==> config.mk <==
export PLATFORM = sky130hd
export DESIGN_NAME = crc_engine
export DESIGN_NICKNAME = d
export VERILOG_FILES = /design/src/rtl/crc_engine_pkg.sv /design/src/rtl/crc_ctrl.sv /design/src/rtl/crc_datapath.sv /design/src/rtl/crc_engine.sv
export SDC_FILE = /design/constraint.sdc
export NUM_CORES = 1
export LEC_CHECK = 0
export ABC_AREA = 1
export BUFFER_PORTS_ARGS = -buffer_cell sky130_fd_sc_hd__buf_2
export CELL_PAD_IN_SITES_DETAIL_PLACEMENT = 0
export CELL_PAD_IN_SITES_GLOBAL_PLACEMENT = 1
export CORE_AREA = 4 4 172 174
export DETAILED_ROUTE_END_ITERATION = 8
export DIE_AREA = 0 0 176 178
export PLACE_DENSITY_LB_ADDON = 0.05
export SLEW_MARGIN = 30
export SYNTH_ARGS = -nofsm -noshare
export SYNTH_HDL_FRONTEND = slang
export SYNTH_SLANG_ARGS = --single-unit
==> constraint.sdc <==
create_clock -name clk -period 16 [get_ports clk]
set_input_delay 0 -clock clk [delete_from_list [all_inputs] [get_ports clk]]
set_output_delay 0 -clock clk [all_outputs]
set_load 0.05 [all_outputs]
==> src/rtl/crc_engine_pkg.sv <==
package crc_engine_pkg;

  localparam int WORD_W  = 32;
  localparam int BYTE_W  = 8;
  localparam int LANES   = WORD_W / BYTE_W;
  localparam int HALF_W  = 16;

  localparam int OFF_MODE = 0;
  localparam int OFF_SEED = 4;
  localparam int OFF_DATA = 8;

  typedef enum logic [1:0] {
    POLY_CCITT = 2'd0,
    POLY_CRC16 = 2'd1,
    POLY_CRC32 = 2'd2,
    POLY_RSVD  = 2'd3
  } polySel_e;

  // packed MSB first: cmplSum=bit5 ... poly=bits[1:0]
  typedef struct packed {
    logic     cmplSum;
    logic     revSum;
    logic     cmplIn;
    logic     revIn;
    polySel_e poly;
  } modeCfg_t;

  typedef struct packed {
    logic              seedLoad;
    logic              feedByte;
    logic              feedWord;
    logic [WORD_W-1:0] value;
  } ctrlStrobe_t;

  typedef enum logic [1:0] {
    RD_NONE = 2'd0,
    RD_MODE = 2'd1,
    RD_SUM  = 2'd2
  } rdSel_e;

  function automatic logic [WORD_W-1:0] polyTap(input polySel_e sel);
    case (sel)
      POLY_CRC16: polyTap = 32'h0000_8005;
      POLY_CRC32: polyTap = 32'h04C1_1DB7;
      default:    polyTap = 32'h0000_1021;
    endcase
  endfunction

  function automatic logic isWide(input polySel_e sel);
    isWide = (sel == POLY_CRC32);
  endfunction

  function automatic logic [BYTE_W-1:0] rev8(input logic [BYTE_W-1:0] v);
    for (int i = 0; i < BYTE_W; i++) rev8[i] = v[BYTE_W-1-i];
  endfunction

  function automatic logic [HALF_W-1:0] rev16(input logic [HALF_W-1:0] v);
    for (int i = 0; i < HALF_W; i++) rev16[i] = v[HALF_W-1-i];
  endfunction

  function automatic logic [WORD_W-1:0] rev32(input logic [WORD_W-1:0] v);
    for (int i = 0; i < WORD_W; i++) rev32[i] = v[WORD_W-1-i];
  endfunction

endpackage

==> src/rtl/crc_ctrl.sv <==
module crc_ctrl
  import crc_engine_pkg::*;
#(
  parameter int ADDR_W = 4
) (
  input  logic              clk,
  input  logic              rstN,
  input  logic              busWr,
  input  logic              busByte,
  input  logic [ADDR_W-1:0] busAddr,
  input  logic [WORD_W-1:0] busWdata,
  output modeCfg_t          modeCfg,
  output ctrlStrobe_t       strobe,
  output rdSel_e            rdSel
);

  localparam logic [ADDR_W-1:0] A_MODE = ADDR_W'(OFF_MODE);
  localparam logic [ADDR_W-1:0] A_SEED = ADDR_W'(OFF_SEED);
  localparam logic [ADDR_W-1:0] A_DATA = ADDR_W'(OFF_DATA);
  localparam int MODE_W = $bits(modeCfg_t);

  logic              modeWr;
  logic              seedWr;
  logic              dataWr;
  logic [BYTE_W-1:0] byteIn;
  logic [WORD_W-1:0] wordIn;

  assign modeWr = busWr && (busAddr == A_MODE);
  assign seedWr = busWr && (busAddr == A_SEED);
  assign dataWr = busWr && (busAddr == A_DATA);

  always_ff @(posedge clk or negedge rstN) begin
    if (!rstN) modeCfg <= '0;
    else if (modeWr) modeCfg <= modeCfg_t'(busWdata[MODE_W-1:0]);
  end

  // input conditioning: optional mirror, then optional inversion
  always_comb begin
    byteIn = modeCfg.revIn ? rev8(busWdata[BYTE_W-1:0]) : busWdata[BYTE_W-1:0];
    wordIn = modeCfg.revIn ? rev32(busWdata) : busWdata;
    if (modeCfg.cmplIn) begin
      byteIn = ~byteIn;
      wordIn = ~wordIn;
    end
  end

  always_comb begin
    strobe.seedLoad = seedWr;
    strobe.feedByte = dataWr && busByte;
    strobe.feedWord = dataWr && !busByte;
    if (seedWr)       strobe.value = busWdata;
    else if (busByte) strobe.value = {byteIn, {(WORD_W-BYTE_W){1'b0}}};
    else              strobe.value = wordIn;
  end

  always_comb begin
    if (busAddr == A_MODE)      rdSel = RD_MODE;
    else if (busAddr == A_DATA) rdSel = RD_SUM;
    else                        rdSel = RD_NONE;
  end

  p_mode_capture_r2: assert property (@(posedge clk) disable iff (!rstN)
    modeWr |=> (modeCfg == $past(busWdata[MODE_W-1:0])));

  p_mode_hold_r2: assert property (@(posedge clk) disable iff (!rstN)
    !modeWr |=> $stable(modeCfg));

  p_byte_lane_r5: assert property (@(posedge clk) disable iff (!rstN)
    strobe.feedByte |-> (strobe.value[WORD_W-BYTE_W-1:0] == '0));

endmodule

==> src/rtl/crc_datapath.sv <==
module crc_datapath
  import crc_engine_pkg::*;
#(
  parameter logic [WORD_W-1:0] SEED_RST = 32'h0000_FFFF
) (
  input  logic              clk,
  input  logic              rstN,
  input  modeCfg_t          modeCfg,
  input  ctrlStrobe_t       strobe,
  output logic [WORD_W-1:0] sumOut
);

  localparam logic [WORD_W-1:0] HALF_MASK = {{(WORD_W-HALF_W){1'b0}}, {HALF_W{1'b1}}};

  logic [WORD_W-1:0] crcState;
  logic [WORD_W-1:0] crcNext;
  logic [WORD_W-1:0] tap;
  logic              wide;
  logic [WORD_W-1:0] laneState [LANES+1];
  logic [WORD_W-1:0] rawView;
  logic [WORD_W-1:0] revView;

  assign tap  = polyTap(modeCfg.poly);
  assign wide = isWide(modeCfg.poly);

  function automatic logic [WORD_W-1:0] stepBit(
    input logic [WORD_W-1:0] s, input logic b,
    input logic [WORD_W-1:0] t, input logic w);
    logic fb;
    logic [WORD_W-1:0] n;
    fb = (w ? s[WORD_W-1] : s[HALF_W-1]) ^ b;
    n  = s << 1;
    if (!w) n = n & HALF_MASK;
    if (fb) n = n ^ t;
    return n;
  endfunction

  function automatic logic [WORD_W-1:0] stepByte(
    input logic [WORD_W-1:0] s, input logic [BYTE_W-1:0] d,
    input logic [WORD_W-1:0] t, input logic w);
    logic [WORD_W-1:0] acc;
    acc = s;
    for (int i = BYTE_W-1; i >= 0; i--) acc = stepBit(acc, d[i], t, w);
    return acc;
  endfunction

  // chained byte lanes, most significant lane first
  assign laneState[0] = crcState;
  for (genvar k = 0; k < LANES; k++) begin : g_lane
    assign laneState[k+1] = stepByte(laneState[k],
                                     strobe.value[WORD_W-1-BYTE_W*k -: BYTE_W], tap, wide);
  end

  always_comb begin
    crcNext = crcState;
    if (strobe.seedLoad)      crcNext = wide ? strobe.value : (strobe.value & HALF_MASK);
    else if (strobe.feedWord) crcNext = laneState[LANES];
    else if (strobe.feedByte) crcNext = laneState[1];
  end

  always_ff @(posedge clk or negedge rstN) begin
    if (!rstN) crcState <= SEED_RST;
    else       crcState <= crcNext;
  end

  // read-path conditioning only; state is never rewritten here
  always_comb begin
    rawView = wide ? crcState : (crcState & HALF_MASK);
    if (!modeCfg.revSum)  revView = rawView;
    else if (wide)        revView = rev32(rawView);
    else                  revView = {{(WORD_W-HALF_W){1'b0}}, rev16(rawView[HALF_W-1:0])};
    sumOut = modeCfg.cmplSum ? (revView ^ (wide ? '1 : HALF_MASK)) : revView;
  end

  p_state_hold_r9: assert property (@(posedge clk) disable iff (!rstN)
    !(strobe.seedLoad || strobe.feedByte || strobe.feedWord) |=> $stable(crcState));

  p_seed_load_r3: assert property (@(posedge clk) disable iff (!rstN)
    strobe.seedLoad |=> (crcState == ($past(wide) ? $past(strobe.value)
                                                  : ($past(strobe.value) & HALF_MASK))));

  p_one_op_r12: assert property (@(posedge clk) disable iff (!rstN)
    $onehot0({strobe.seedLoad, strobe.feedByte, strobe.feedWord}));

  p_upper_zero_r10: assert property (@(posedge clk) disable iff (!rstN)
    !wide |-> (sumOut[WORD_W-1:HALF_W] == '0));

endmodule

==> src/rtl/crc_engine.sv <==
module crc_engine
  import crc_engine_pkg::*;
#(
  parameter int                ADDR_W   = 4,
  parameter logic [WORD_W-1:0] SEED_RST = 32'h0000_FFFF
) (
  input  logic              clk,
  input  logic              rstN,
  input  logic              busWr,
  input  logic              busByte,
  input  logic [ADDR_W-1:0] busAddr,
  input  logic [31:0]       busWdata,
  output logic [31:0]       busRdata
);

  modeCfg_t          modeCfg;
  ctrlStrobe_t       strobe;
  rdSel_e            rdSel;
  logic [WORD_W-1:0] sumOut;

  crc_ctrl #(.ADDR_W(ADDR_W)) ctrl_i (
    .clk      (clk),
    .rstN     (rstN),
    .busWr    (busWr),
    .busByte  (busByte),
    .busAddr  (busAddr),
    .busWdata (busWdata),
    .modeCfg  (modeCfg),
    .strobe   (strobe),
    .rdSel    (rdSel)
  );

  crc_datapath #(.SEED_RST(SEED_RST)) dp_i (
    .clk     (clk),
    .rstN    (rstN),
    .modeCfg (modeCfg),
    .strobe  (strobe),
    .sumOut  (sumOut)
  );

  always_comb begin
    case (rdSel)
      RD_MODE: busRdata = {{(WORD_W-$bits(modeCfg_t)){1'b0}}, modeCfg};
      RD_SUM:  busRdata = sumOut;
      default: busRdata = '0;
    endcase
  end

endmodule

# ---- Word-level counts from Yosys, hierarchy flattened
# Index checks and enable logic that the tools add are counted.
# Widths: inputs -> output; s select.
dict set report totals {
  reg_bits 38
  word_cells 202
  output_inout_bits 32
  inputBits 40
}
dict set report classes {
  n_mux 115
  eq_ne 6
  n_reduce_logical 8
  n_bitwise 67
}
# op n
set op_table {}
lappend op_table {{$mux 32} 77}
lappend op_table {{$xor 32x32->32} 33}
lappend op_table {{$pmux 32 s2} 1}
lappend op_table {{$pmux 27 s2} 1}
lappend op_table {{$mux 1} 32}
lappend op_table {{$not 32->32} 1}
lappend op_table {{$xor 1x1->1} 32}
lappend op_table {{$mux 8} 2}
lappend op_table {{$not 8->8} 1}
lappend op_table {{$logic_and 1x1->1} 5}
lappend op_table {{$eq 2x1->1 const B} 2}
lappend op_table {{$eq 2x2->1 const B} 2}
lappend op_table {{$eq 4x3->1 const B} 1}
lappend op_table {{$eq 4x4->1 const B} 1}
lappend op_table {{$logic_not 4->1} 1}
lappend op_table {{$mux 2} 2}
lappend op_table {{$reduce_bool 3->1} 1}
lappend op_table {{$logic_not 1->1} 1}

# ---- Logic depth before layout (Yosys ltp)
# Gate-level depths: netlist of run 1.
dict set report logic_depth {
  ltp_word 102
  mapped_depth 134
  ltp_nobuf 133
}

# ---- By module
# Synthesis of run 1 repeated with hierarchy kept, for this count alone.
dict set report hier_totals {
  cells_unflattened 2244
  hier_area_um2 13827.0
}
# mod cells_per_inst area_each_um2 n_inst seq_area_each_um2
set modules_own_cells {}
lappend modules_own_cells {crc_datapath 1867 11910.2 1 820.8}
lappend modules_own_cells {crc_ctrl 300 1596.5 1 150.1}
lappend modules_own_cells {crc_engine 77 320.3 1 0.0}

# ---- Least setup slack after synthesis of run 1
# No wires, ideal clock.
dict set report synth_timing {
  path_kind {reg-to-reg}
  from {register ctrl_i.modeCfg[0] (netlist name)}
  to {register dp_i.crcState[11]}
  period_less_slack_ns 11.683
  path_buffers 2
  setup_time_ns 0.076
  required_ns 15.924
  path_slack_ns 4.317
  stages_incl_launch_ff 132
  arrival_ns 11.607
  path_cell_list {dfrtp_1 -> inv_1 -> ha_1 -> buf_4 -> nand2_2 -> o21ai_2 -> nand3_1 -> nand3_1 -> nand3_2 -> nand2_1 -> nand2_1 -> nand3_2 -> nand3_2 -> nand2_1 -> nand2_1 -> nand3_2 -> nand3_2 -> nand2_1 -> [... 96 more ...] -> nand3b_1 -> nand3_2 -> nand3_2 -> nand2_4 -> nand2_2 -> nand3_2 -> nand3_2 -> nand2_4 -> nand2_1 -> nand3_1 -> nand3_2 -> nand2_4 -> nand2_2 -> buf_4 -> a21oi_1 -> o21ai_1 -> nand2_1 -> nand2_1}
}
dict set report synth_via {
  elab_chain_len 99
  elab_cells_between_ends 166
  classes_between {eq/ne (2); mux (100); bitwise (64)}
}
# item line_no
set synth_rtl {}
lappend synth_rtl {{$eq 2x2->1 or $eq 2x1->1 (tied branches)} {crc_engine_pkg.sv:42, crc_engine_pkg.sv:50}}
lappend synth_rtl {{$pmux 27 s2 (tied with other cells)} crc_engine_pkg.sv:42} ;# case (sel)
lappend synth_rtl {{$xor 32x32->32 or $xor 1x1->1 (tied branches)} {crc_datapath.sv:34, crc_datapath.sv:31}}
lappend synth_rtl {{$mux 32} crc_datapath.sv:34} ;# if (fb) n = n ^ t;
lappend synth_rtl {{$mux 32 or $mux 1 (tied branches)} {crc_datapath.sv:33, crc_datapath.sv:31}}
lappend synth_rtl {{$xor 32x32->32 or $xor 1x1->1 (tied branches)} {crc_datapath.sv:34, crc_datapath.sv:31}}
lappend synth_rtl {{$mux 32} crc_datapath.sv:34}
lappend synth_rtl {{$mux 32 or $mux 1 (tied branches)} {crc_datapath.sv:33, crc_datapath.sv:31}}
lappend synth_rtl {{[... 83 more ...]} --}
lappend synth_rtl {{$mux 32 or $mux 1 (tied branches)} {crc_datapath.sv:33, crc_datapath.sv:31}}
lappend synth_rtl {{$xor 32x32->32 or $xor 1x1->1 (tied branches)} {crc_datapath.sv:34, crc_datapath.sv:31}}
lappend synth_rtl {{$mux 32} crc_datapath.sv:34}
lappend synth_rtl {{$mux 32 or $mux 1 (tied branches)} {crc_datapath.sv:33, crc_datapath.sv:31}}
lappend synth_rtl {{$xor 32x32->32 or $xor 1x1->1 (tied branches)} {crc_datapath.sv:34, crc_datapath.sv:31}}
lappend synth_rtl {{$mux 32} crc_datapath.sv:34}
lappend synth_rtl {{$mux 32 *} crc_datapath.sv:57} ;# else if (strobe.feedWord) crcNext = laneState[LANES];
lappend synth_rtl {{$mux 32 *} crc_datapath.sv:56} ;# if (strobe.seedLoad) crcNext = wide ? strobe.value : (strobe.value & HALF_MASK);
lappend synth_rtl {{end signal: assignment} crc_datapath.sv:63} ;# else crcState <= crcNext;
lappend synth_rtl {{end: declaration} crc_datapath.sv:15} ;# logic [WORD_W-1:0] crcState;
# Mark *: on every way between the ends. The rest lies on a longest branch, timed or not. The select of a mux whose other input is x is not followed.
# A chain may end at the register's enable or synchronous reset.

# ---- Worst setup path in the final report of run 1
dict set report layout_timing {
  from {register ctrl_i.modeCfg[2] (netlist name)}
  to {register dp_i.crcState[8]}
}
dict set report layout_via {
  elab_chain_len 102
  elab_cells_between_ends 169
  classes_between {mux (104); bitwise (65)}
}
# item line_no
set layout_rtl {}
lappend layout_rtl {{$mux 32 or $mux 8 (tied branches)} {crc_ctrl.sv:40, crc_ctrl.sv:39}}
lappend layout_rtl {{$not 32->32 or $not 8->8 (tied branches)} {crc_ctrl.sv:43, crc_ctrl.sv:42}}
lappend layout_rtl {{$mux 32 or $mux 8 (tied branches)} crc_ctrl.sv:41} ;# if (modeCfg.cmplIn) begin
lappend layout_rtl {{$mux 32 *} crc_ctrl.sv:52} ;# else if (busByte) strobe.value = {byteIn, {(WORD_W-BYTE_W){1'b0}}};
lappend layout_rtl {{$mux 32 *} crc_ctrl.sv:51} ;# if (seedWr) strobe.value = busWdata;
lappend layout_rtl {{$xor 1x1->1} crc_datapath.sv:31} ;# fb = (w ? s[WORD_W-1] : s[HALF_W-1]) ^ b;
lappend layout_rtl {{$mux 32} crc_datapath.sv:34}
lappend layout_rtl {{$mux 32 or $mux 1 (tied branches)} {crc_datapath.sv:33, crc_datapath.sv:31}}
lappend layout_rtl {{[... 86 more ...]} --}
lappend layout_rtl {{$mux 32 or $mux 1 (tied branches)} {crc_datapath.sv:33, crc_datapath.sv:31}}
lappend layout_rtl {{$xor 32x32->32 or $xor 1x1->1 (tied branches)} {crc_datapath.sv:34, crc_datapath.sv:31}}
lappend layout_rtl {{$mux 32} crc_datapath.sv:34}
lappend layout_rtl {{$mux 32 or $mux 1 (tied branches)} {crc_datapath.sv:33, crc_datapath.sv:31}}
lappend layout_rtl {{$xor 32x32->32 or $xor 1x1->1 (tied branches)} {crc_datapath.sv:34, crc_datapath.sv:31}}
lappend layout_rtl {{$mux 32} crc_datapath.sv:34}
lappend layout_rtl {{$mux 32} crc_datapath.sv:57}
lappend layout_rtl {{$mux 32 *} crc_datapath.sv:56}
# Marked as above.

==> summary.txt, run 1 <==
Global route
  • Remaining global-route overflow: 0
  • Wire length of the first global-routing pass: 78,120 um
  • Number of global-route vias before repair: 12,730
  • Largest net degree at the start of global routing: between 70 and 80
  • Global routing usage summed across all routing layers: around a third
  • Initial antenna violation count: 1

Synth
  • Post-Syn Instances: 2,048
  • Synth Area per Inst: 6.117 um2
  • Part of the Yosys area used for sequential elements: 7.750%
  • Fraction of synthesis flops using an asynchronous set or reset pin: 100.0%
  • Flops & latches, synth: 38
  • Post-Synthesis Net Count: 2,091
  • Synth Cell Area: 0.01253 mm2
  • EDFF count, synth: 0
  • Yosys warnings: 0
  • Number of library cell types mapped by synthesis: 50
  • Flip-flop cell with the highest count after synthesis: dfrtp_1

CTS
  • H-tree depth: 2
  • Clock latency on the worst-skew pair: between 0.2 and 0.3 ns
  • Clock buffer count from CTS: 5
  • Clock buffer depth: 2
  • Clock root buffer: clkbuf_16
  • Clock-pin slew on the worst setup and hold paths: 0.07 ns
  • Clk sinks: 38
  • CTS tree: yes

Setup path
  • Sort of element at the start of the critical path: flop
  • WP data required: 16.23 ns
  • Worst Path Max Fanout: 13
  • Most numerous cell on the critical path: nand3_2
  • Register-to-register setup slack: 1.64 ns
  • Arrival time reported for the critical path endpoint: about 15 ns
  • Worst reg2reg path endpoint: dp_i.crcState[8]
  • Type of destination of the critical path: flop
  • Critical path class: flop to flop
  • Worst-case reg-to-reg path depth: about 100
  • Slowest library cell on the worst path: dfrtp_2
  • Worst Setup EP: dp_i.crcState[8]
  • Critical path launch point: ctrl_i.modeCfg[2]
  • Origin of the critical flop-to-flop path: ctrl_i.modeCfg[2]
  • Delay of the slowest cell on the worst path: around 0.5 ns

Die
  • Placeable core region: 0.02778 mm2
  • Area enclosed by the die boundary: 0.03133 mm2
  • Initial core utilization: 45.10%
  • Rows: 61
  • Num ports: 72
  • Die outline height: 178 um
  • Die span in x: 176 um

Min path
  • Number of instances on the worst hold path: 3
  • Type of the tightest min-delay check: input port to flop

Place
  • Placer Congestion: 0.9742
  • Detailed placement HPWL: 41,880 um
  • Number of port buffers: 71

Timing
  • Setup repair after global routing missed its margin: false
  • Count of final setup violators: 0
  • Max Clk Rate: ~70 MHz
  • Number of max-slew violations in the final report: 0
  • Endpoints failing hold: 0
  • Final-layout setup total negative slack: 0 ns
  • Worst clock skew on the final layout: 0.009629 ns
  • Worst Max-Slew Pin Slew: slightly above 1 ns
  • Final cycle utilization of the critical path: 89.74%
  • Shortest clock period the worst path allows after layout: 14.36 ns
  • Max_slew headroom: 30.22%

Detailed routing
  • Final wirelength: 52,400 um
  • Detailed-route DRC error count: 0
  • Detail-routed net length per standard cell: 21.48 um
  • Total via count after detailed routing: between 10,000 and 15,000
  • Post-route ant nets: 0
  • Starting DRC count in detailed routing: 1,264
  • First-pass iteration count of the detailed router: 6
  • Average via count per standard cell: around 5.6

Job
  • Max-cap violations: 0

Finish
  • Area growth from synthesis to layout: 5.273%
  • Count of inserted antenna diode cells: 0
  • Fraction of layout cells with a size suffix above 1: 14.99%
  • Number of nets in the layout: 2,104

Outcome
  • Status: finished, final reports clean
critical path, delay by kind of cell, from the launching register on:
family	cells	cell delay [ns]
simple gates	84	10.18
xor+xnor	5	1.65
compound gates	9	1.41
flops	1	0.50
buf+inv	5	0.50
metal layers:
layer	share of wire [%]	global-route usage [%]	vias up
met2	46	54.87	505
li1	-	-	6713
met4	5.4	15.33	0
met3	5.5	2.480	116
met5	0	0	-
met1	43	42.18	6417
flip-flops by register name, indices dropped and copies added (netlist names):
name,flops
ctrl_i.modeCfg,6
dp_i.crcState,32
stage by stage:
step	cells	instance area [um2]	worst slack (ns)	hold WS, ns	utilization, %
floorplan	2048	12530	4.317	-0.2956	-
global placement	2420	12820	1.534	0.1895	46.16
detailed placement	2420	12820	1.176	0.1800	46.16
CTS	2429	13030	1.165	0.02867	46.90
global route	2440	13190	0.001091	0.06922	47.47
finish	2440	13190	1.641	0.03368	47.47
how the worst min path moves through the flow:
| stage | startpoint | endpoint | slack, ns |
|---|---|---|---|
| after floorplan | rstN | ctrl_i.modeCfg[0] | -0.30 |
| after global placement | rstN | dp_i.crcState[21] | 0.19 |
| after detailed placement | rstN | dp_i.crcState[21] | 0.18 |
| after CTS | busWdata[6] | dp_i.crcState[6] | 0.03 |
| after global routing | busWdata[26] | dp_i.crcState[26] | 0.07 |
| final | busWdata[6] | dp_i.crcState[6] | 0.03 |
layout make-up:
class	count	area, um2
Fill cell	3064	14590
Multi-Input combinational cell	1689	10090
Sequential cell	38	975.9
Inverter	226	859.6
Timing Repair Buffer	101	593.1
Tap cell	378	473.0
Clock buffer	5	125.1
Clock inverter	3	68.82
synth_stat cells (37+ instances only):
cell	instances	area share, %
a21oi_1	73	2.9
clkbuf_1	37	1.1
inv_1	201	6.0
nand2_1	419	13
nand2_2	40	2.0
nand3_1	223	8.9
nand3_2	66	5.3
nor2_1	97	2.9
o21ai_0	195	7.8
o22ai_1	45	2.2
xnor2_1	112	7.8
xor2_1	260	18
kinds of logic after synthesis:
| logic type | after synthesis | synth area share (%) |
|---|---|---|
| AND/OR/NAND/NOR | 917 | 35.98 |
| AO/OA/AOI/OAI | 397 | 17.69 |
| XOR/XNOR | 372 | 26.01 |
| buffers and inverters | 321 | 12.27 |
| flip-flops | 38 | 7.750 |
| adder cells (fa/ha/maj) | 3 | 0.2996 |
layout by cell type, fill, tap and decap left out, types with 3 or more instances in the layout:
cell type  Yosys  routed
nand2_1      419     417
xor2_1       260     260
nand3_1      223     222
inv_1        201     199
o21ai_0      195     195
xnor2_1      112     111
nor2_1        97      95
a21oi_1       73      73
buf_2          5      70
nand3_2       66      67
o22ai_1       45      45
nand2_2       40      36
buf_4         13      29
o211ai_1      21      21
or2_2         21      21
inv_2         19      20
dfrtp_1       22      20
o21ai_1       20      19
dfstp_2       16      16
o21a_1        15      15
nand3b_1      15      15
nand2_4        5      11
nor2_2         9      10
nor2_4         8       9
a22oi_1        9       9
o221ai_1       6       6
clkbuf_16      0       5
clkinv_1       4       4
or2_1          4       4
and2_1         4       4
a221oi_1       3       3
what timing repair did:
| action | 4_1_cts | 5_1_grt |
|---|---|---|
| hold buffers | 1 | 0 |
| setup endpoints to repair | 0 | 28 |
| setup buffers | 0 | 11 |
| gates resized for setup | 0 | 16 |
| endpoints found under the hold margin | 22 | 0 |
Power of run 1 is not shown: default switching activity piles up to over one toggle a cycle in this logic, so the estimate is an artifact.
==> run 2: changes to the inputs <==
--- a/config.mk
+++ b/config.mk
@@ -7,7 +7,7 @@
 export LEC_CHECK = 0
 export ABC_AREA = 1
 export BUFFER_PORTS_ARGS = -buffer_cell sky130_fd_sc_hd__buf_2
-export CELL_PAD_IN_SITES_DETAIL_PLACEMENT = 0
+export CELL_PAD_IN_SITES_DETAIL_PLACEMENT = 1
 export CELL_PAD_IN_SITES_GLOBAL_PLACEMENT = 1
 export CORE_AREA = 4 4 172 174
 export DETAILED_ROUTE_END_ITERATION = 8
==> summary.txt, run 2 (synthesis gave the netlist of run 1 again) <==
Timing
  • Worst clock skew on the final layout: 0.01288 ns
  • Max_slew headroom: approximately 32%
  • Shortest clock period the worst path allows after layout: 14.78 ns
  • Final cycle utilization of the critical path: between 90% and 100%
  • Max Clk Rate: 67.66 MHz
  • Worst hold slack after final layout: a little over 0.03 ns
  • Number of max-slew violations in the final report: 0
  • Count of final setup violators: 0
  • Endpoints failing hold: 0
  • Worst Max-Slew Pin Slew: about 1 ns

Die
  • Placeable core region: 0.02778 mm2
  • Rows: 61
  • Die span in x: 176 um
  • Initial core utilization: approximately 45%
  • Die outline height: 178 um
  • Num ports: 72
  • Area enclosed by the die boundary: ~0.031 mm2

Finish
  • Number of nets in the layout: 2,115
  • Registers with the most flip-flops: dp_i.crcState x32, ctrl_i.modeCfg x6
  • Largest register FFs: 32
  • Fraction of layout cells with a size suffix above 1: 15.63%
  • Area growth from synthesis to layout: 6.192%
  • # fillers: around 3,900
  • Area taken by multi-input logic gates: 0.01013 mm2
  • Register with the highest flop count: dp_i.crcState
  • Count of inserted antenna diode cells: 0
  • Area taken by flip-flops and latches: 975.9 um2
  • Commonest non-fill, non-tap cell in the layout: nand2_1
  • Most frequent cells in the layout: nand2_1 (416), xor2_1 (259), nand3_1 (219)

Place
  • Placer Congestion: ~1
  • Detailed placement HPWL: ~45,000 um
  • Number of port buffers: about 70

Setup path
  • Register-to-register setup slack: between 1 and 1.5 ns
  • Type of destination of the critical path: flop
  • Number of buffer and inverter instances along the worst setup path: 6
  • Kind of cell adding the most delay to the critical path: simple AND/OR/NAND/NOR gates
  • Worst Path Max Fanout: 10
  • Worst reg2reg path endpoint: dp_i.crcState[2]
  • Delay of the slowest cell on the worst path: 0.57 ns
  • Sort of element at the start of the critical path: flop
  • Slowest library cell on the worst path: nor2_2
  • Most numerous cell on the critical path: nand3_2
  • Origin of the critical flop-to-flop path: ctrl_i.modeCfg[2]
  • WP data required: 16.22 ns
  • Worst-case reg-to-reg path depth: 112
  • Critical path class: flop to flop
  • Arrival time reported for the critical path endpoint: 15.00 ns

CTS
  • Clock buffer depth: 2
  • Clock-pin slew on the worst setup and hold paths: 0.06 ns
  • Clk sinks: 38
  • H-tree depth: 2
  • Clock latency on the worst-skew pair: ~0.30 ns
  • CTS tree: yes
  • Clock buffer count from CTS: 5
  • Clock root buffer: clkbuf_16

Min path
  • Number of instances on the worst hold path: 3
  • Hold Path Origin: busWdata[6]
  • Type of the tightest min-delay check: input port to flop
  • Worst hold path endpoint: dp_i.crcState[6]

Global route
  • Wire length of the first global-routing pass: 84,290 um
  • Largest net degree at the start of global routing: 71
  • Number of global-route vias before repair: 14,020
  • Initial antenna violation count: 0
  • Global routing usage summed across all routing layers: 34.71%
  • Remaining global-route overflow: 0

Detailed routing
  • Post-route ant nets: 0
  • Detail-routed net length per standard cell: 23.00 um
  • Final wirelength: approximately 56,000 um
  • First-pass iteration count of the detailed router: 5
  • Detailed-route DRC error count: 0
  • Starting DRC count in detailed routing: between 1,000 and 1,500
  • Total via count after detailed routing: between 10,000 and 15,000
  • Average via count per standard cell: 5.850

Job
  • Max-cap violations: 0

Outcome
  • Status: finished, final reports clean
==> run 2: changes by cell type in the layout (fill, tap and decap cells not counted), sizes merged <==
cell,previous run,this run
buf,100,111
==> run 2: worst min-delay path: stages <==
cell	delay, ns
buf_2	0.10
inv_2	0.08
o221ai_1	0.13
==> run 2: how the worst max path moves through the flow <==
stage,from,to,slack [ns],depth (start not counted)
finish,ctrl_i.modeCfg[2],dp_i.crcState[2],1.22,112
global route,ctrl_i.modeCfg[2],dp_i.crcState[12],-0.07,118
CTS,ctrl_i.modeCfg[3],dp_i.crcState[8],0.77,129
detailed placement,ctrl_i.modeCfg[3],dp_i.crcState[8],0.82,129
global placement,ctrl_i.modeCfg[3],dp_i.crcState[8],1.53,110
floorplan,ctrl_i.modeCfg[0],dp_i.crcState[11],4.32,131
==> run 2: area by class of cell <==
type / instances / share of cell area [%]
Multi-Input combinational cell: 1689 / 76.11
Timing Repair Buffer: 112 / 5.079
Sequential cell: 38 / 7.336
Clock buffer: 5 / 0.9405
Inverter: 226 / 6.461
Tap cell: 378 / 3.555
Clock inverter: 3 / 0.5173
==> run 2: per-stage QoR <==
| stage | utilization (%) | setup TNS (ns) | cells | area, um2 | worst slack, ns |
|---|---|---|---|---|---|
| 2_1_floorplan | - | 0 | 2048 | 12530 | 4.317 |
| 3_3_place_gp | 46.16 | 0 | 2420 | 12820 | 1.534 |
| 3_5_place_dp | 46.16 | 0 | 2420 | 12820 | 0.8150 |
| 4_1_cts | 46.90 | 0 | 2429 | 13030 | 0.7745 |
| 5_1_grt | 47.89 | -0.2588 | 2451 | 13300 | -0.07195 |
| 6_report | 47.89 | 0 | 2451 | 13300 | 1.220 |
==> run 2: metal layers <==
metal  vias to the layer above  global-route usage (%)  share of wire [%]
met3                       153                   2.840                5.8
li1                       6724                       -                  -
met4                         0                   18.88                6.8
met1                      6905                   43.46                 42
met2                       557                   59.36                 46
met5                         -                       0                  0
==> run 2: what timing repair did <==
| action | in CTS | in global routing |
|---|---|---|
| hold endpoints to repair | 22 | 0 |
| hold buffers | 1 | 0 |
| resized for setup | 0 | 23 |
| setup buffers | 0 | 22 |
| endpoints found under the setup margin | 0 | 30 |
Power of run 2 is left out for the same reason.
==> run 3: changes to the inputs <==
--- a/config.mk
+++ b/config.mk
@@ -5,13 +5,12 @@
 export SDC_FILE = /design/constraint.sdc
 export NUM_CORES = 1
 export LEC_CHECK = 0
-export ABC_AREA = 1
 export BUFFER_PORTS_ARGS = -buffer_cell sky130_fd_sc_hd__buf_2
 export CELL_PAD_IN_SITES_DETAIL_PLACEMENT = 1
 export CELL_PAD_IN_SITES_GLOBAL_PLACEMENT = 1
-export CORE_AREA = 4 4 172 174
+export CORE_AREA = 4 4 175 177
 export DETAILED_ROUTE_END_ITERATION = 8
-export DIE_AREA = 0 0 176 178
+export DIE_AREA = 0 0 179 181
 export PLACE_DENSITY_LB_ADDON = 0.05
 export SLEW_MARGIN = 30
 export SYNTH_ARGS = -nofsm -noshare
==> summary.txt, run 3 <==
Job
  • Max-cap violations: 0

Timing
  • Number of max-slew violations in the final report: 0
  • Shortest clock period the worst path allows after layout: 15.50 ns
  • Worst Max-Slew Pin Slew: 1.047 ns
  • Max Clk Rate: 64.53 MHz
  • Count of final setup violators: 0
  • Final cycle utilization of the critical path: 96.85%
  • Max_slew headroom: 29.70%
  • Worst clock skew on the final layout: between 0.01 and 0.015 ns
  • Endpoints failing hold: 0

Detailed routing
  • Post-route ant nets: 0
  • Detail-routed net length per standard cell: 26.77 um
  • Starting DRC count in detailed routing: roughly 1,500
  • First-pass iteration count of the detailed router: 6
  • Average via count per standard cell: 6.538
  • Final wirelength: ~63,000 um
  • Detailed-route DRC error count: 0
  • Total via count after detailed routing: 15,290

Synth
  • Synth Area per Inst: 7.012 um2
  • Top cell type's share of synthesized area: 18.46%
  • Biggest area consumer among synthesized cells: xnor2_1
  • Fraction of synthesis flops using an asynchronous set or reset pin: 100.0%
  • Flops & latches, synth: 38
  • Synth Cell Area: 0.01352 mm2
  • Yosys warnings: 0
  • Cell types with the largest area share after synthesis: xnor2_1 (18%), xor2_1 (6.8%), nor2_1 (6.5%)
  • Post-Synthesis Net Count: slightly below 2,000
  • Part of the Yosys area used for sequential elements: 7.182%
  • Flip-flop cell with the highest count after synthesis: dfrtp_1
  • Number of library cell types mapped by synthesis: 115
  • Commonest cells post-synth: xnor2_1 (285), nor2_1 (235), nand2_1 (192)
  • EDFF count, synth: 0
  • Post-Syn Instances: 1,928
  • Most common cell in the netlist: xnor2_1

Setup path
  • Worst reg2reg path endpoint: dp_i.crcState[16]
  • Type of destination of the critical path: flop
  • WP data required: around 16 ns
  • Most numerous cell on the critical path: xnor3_1
  • Arrival time reported for the critical path endpoint: 15.66 ns
  • Worst-case reg-to-reg path depth: 51
  • Sort of element at the start of the critical path: flop
  • Worst Path Max Fanout: 14
  • Critical path class: flop to flop
  • Delay of the slowest cell on the worst path: 0.57 ns
  • Register-to-register setup slack: 0.50 ns
  • Origin of the critical flop-to-flop path: ctrl_i.modeCfg[3]
  • Slowest library cell on the worst path: dfrtp_4

CTS
  • Clock latency on the worst-skew pair: 0.29 ns
  • Clk sinks: 38
  • CTS tree: yes
  • H-tree depth: 2
  • Clock buffer depth: 2
  • Clock buffer count from CTS: 5
  • Clock-pin slew on the worst setup and hold paths: about 0.06 ns
  • Clock root buffer: clkbuf_16

Finish
  • Commonest non-fill, non-tap cell in the layout: xnor2_1
  • # fillers: 3,806
  • Count of inserted antenna diode cells: 0
  • Fraction of layout cells with a size suffix above 1: 14.73%
  • Number of nets in the layout: 1,991
  • Most frequent cells in the layout: xnor2_1 (278), nor2_1 (232), nand2_1 (192)
  • Registers with the most flip-flops: dp_i.crcState x32, ctrl_i.modeCfg x6
  • Area growth from synthesis to layout: 9.421%
  • Register with the highest flop count: dp_i.crcState
  • Layout Cell Area excl Fill: 0.01479 mm2
  • Largest register FFs: 32

Die
  • Rows: 63
  • Area enclosed by the die boundary: between 0.03 and 0.04 mm2
  • Die outline height: ~180 um
  • Num ports: between 70 and 80
  • Die span in x: 179 um
  • Initial core utilization: 46.23%
  • Placeable core region: 0.02924 mm2

Global route
  • Remaining global-route overflow: 0
  • Number of global-route vias before repair: 14,680
  • Wire length of the first global-routing pass: 92,040 um
  • Initial antenna violation count: 0
  • Largest net degree at the start of global routing: a little over 60
  • Global routing usage summed across all routing layers: 36.72%

Outcome
  • Status: finished, final reports clean

Place
  • Placer Congestion: 0.9520
  • Placed cell areas: 0.01439 mm2
  • Number of port buffers: 71
  • Detailed placement HPWL: 48,620 um

Min path
  • Number of instances on the worst hold path: 3
  • Type of the tightest min-delay check: input port to flop
  • Hold Path Origin: busWdata[7]
  • Worst hold path endpoint: dp_i.crcState[7]
[run 3: critical path: cells and delay by family, from the launching register on]
kind,cells,cell delay (ns)
AND/OR/NAND/NOR,22,6.36
AO/OA/AOI/OAI,14,3.70
XOR/XNOR,8,2.74
multiplexers,7,1.99
flip-flops,1,0.57
[run 3: final cells by class]
type | count | area (um2) | area share (%)
timing repair buffer | 147 | 943.4 | 6.377
tap | 390 | 488.0 | 3.299
clock inverter | 2 | 12.51 | 0.08458
inverter | 33 | 123.9 | 0.8374
clock buffer | 6 | 138.9 | 0.9388
multi-input combinational | 1723 | 12110 | 81.84
sequential | 38 | 979.7 | 6.623
[run 3: worst max-delay path by stage]
| stage | from | to | slack, ns |
|---|---|---|---|
| 2_1_floorplan | ctrl_i.modeCfg[3] | dp_i.crcState[23] | 1.67 |
| 3_3_place_gp | busAddr[3] | dp_i.crcState[16] | 0.60 |
| 3_5_place_dp | busAddr[3] | dp_i.crcState[12] | 0.05 |
| 4_1_cts | ctrl_i.modeCfg[3] | dp_i.crcState[12] | 0.09 |
| 5_1_grt | ctrl_i.modeCfg[3] | dp_i.crcState[16] | -0.008 |
| 6_report | ctrl_i.modeCfg[3] | dp_i.crcState[16] | 0.50 |
[run 3: logic make-up (layout without fill, tap and decap cells)]
kind of cell / after synthesis / in the layout / share of synthesized area [%]
and+or+nand+nor: 761 / 761 / 27.75
AOI/OAI and AO/OA: 453 / 453 / 23.33
xor gates and xnor gates: 418 / 418 / 29.75
buffers and inverters: 167 / 188 / 4.812
muxes: 88 / 88 / 6.895
DFF: 38 / 38 / 7.182
adders and majority gates: 3 / 3 / 0.2777
[run 3: through the flow]
step                      hold WS [ns]  instances    TNS, ns  utilization (%)  setup WS [ns]
after floorplan                -0.2956       1928          0                -          1.668
after global placement          0.1641       2319          0            49.20         0.5965
after detailed placement        0.1648       2319          0            49.20        0.04616
after CTS                      0.06506       2328          0            49.75        0.09021
after global routing           0.07847       2339  -0.007690            50.58      -0.007690
final                          0.07061       2339          0            50.58         0.5038
[run 3: metal layers]
metal	share of wire, %	up-vias	GRT usage [%]
li1	-	6918	-
met1	41	7551	48.45
met2	45	667	59.10
met3	7.4	156	4.541
met4	5.9	0	17.65
met5	0	-	0
[run 3: repair_timing]
action                                  CTS  global route
hold buffers                              1             0
buffers inserted                          0            10
resized for setup                         0            28
endpoints found under the hold margin    22             0
endpoints found under the setup margin    0            26
Power of run 3 is left out for the same reason.
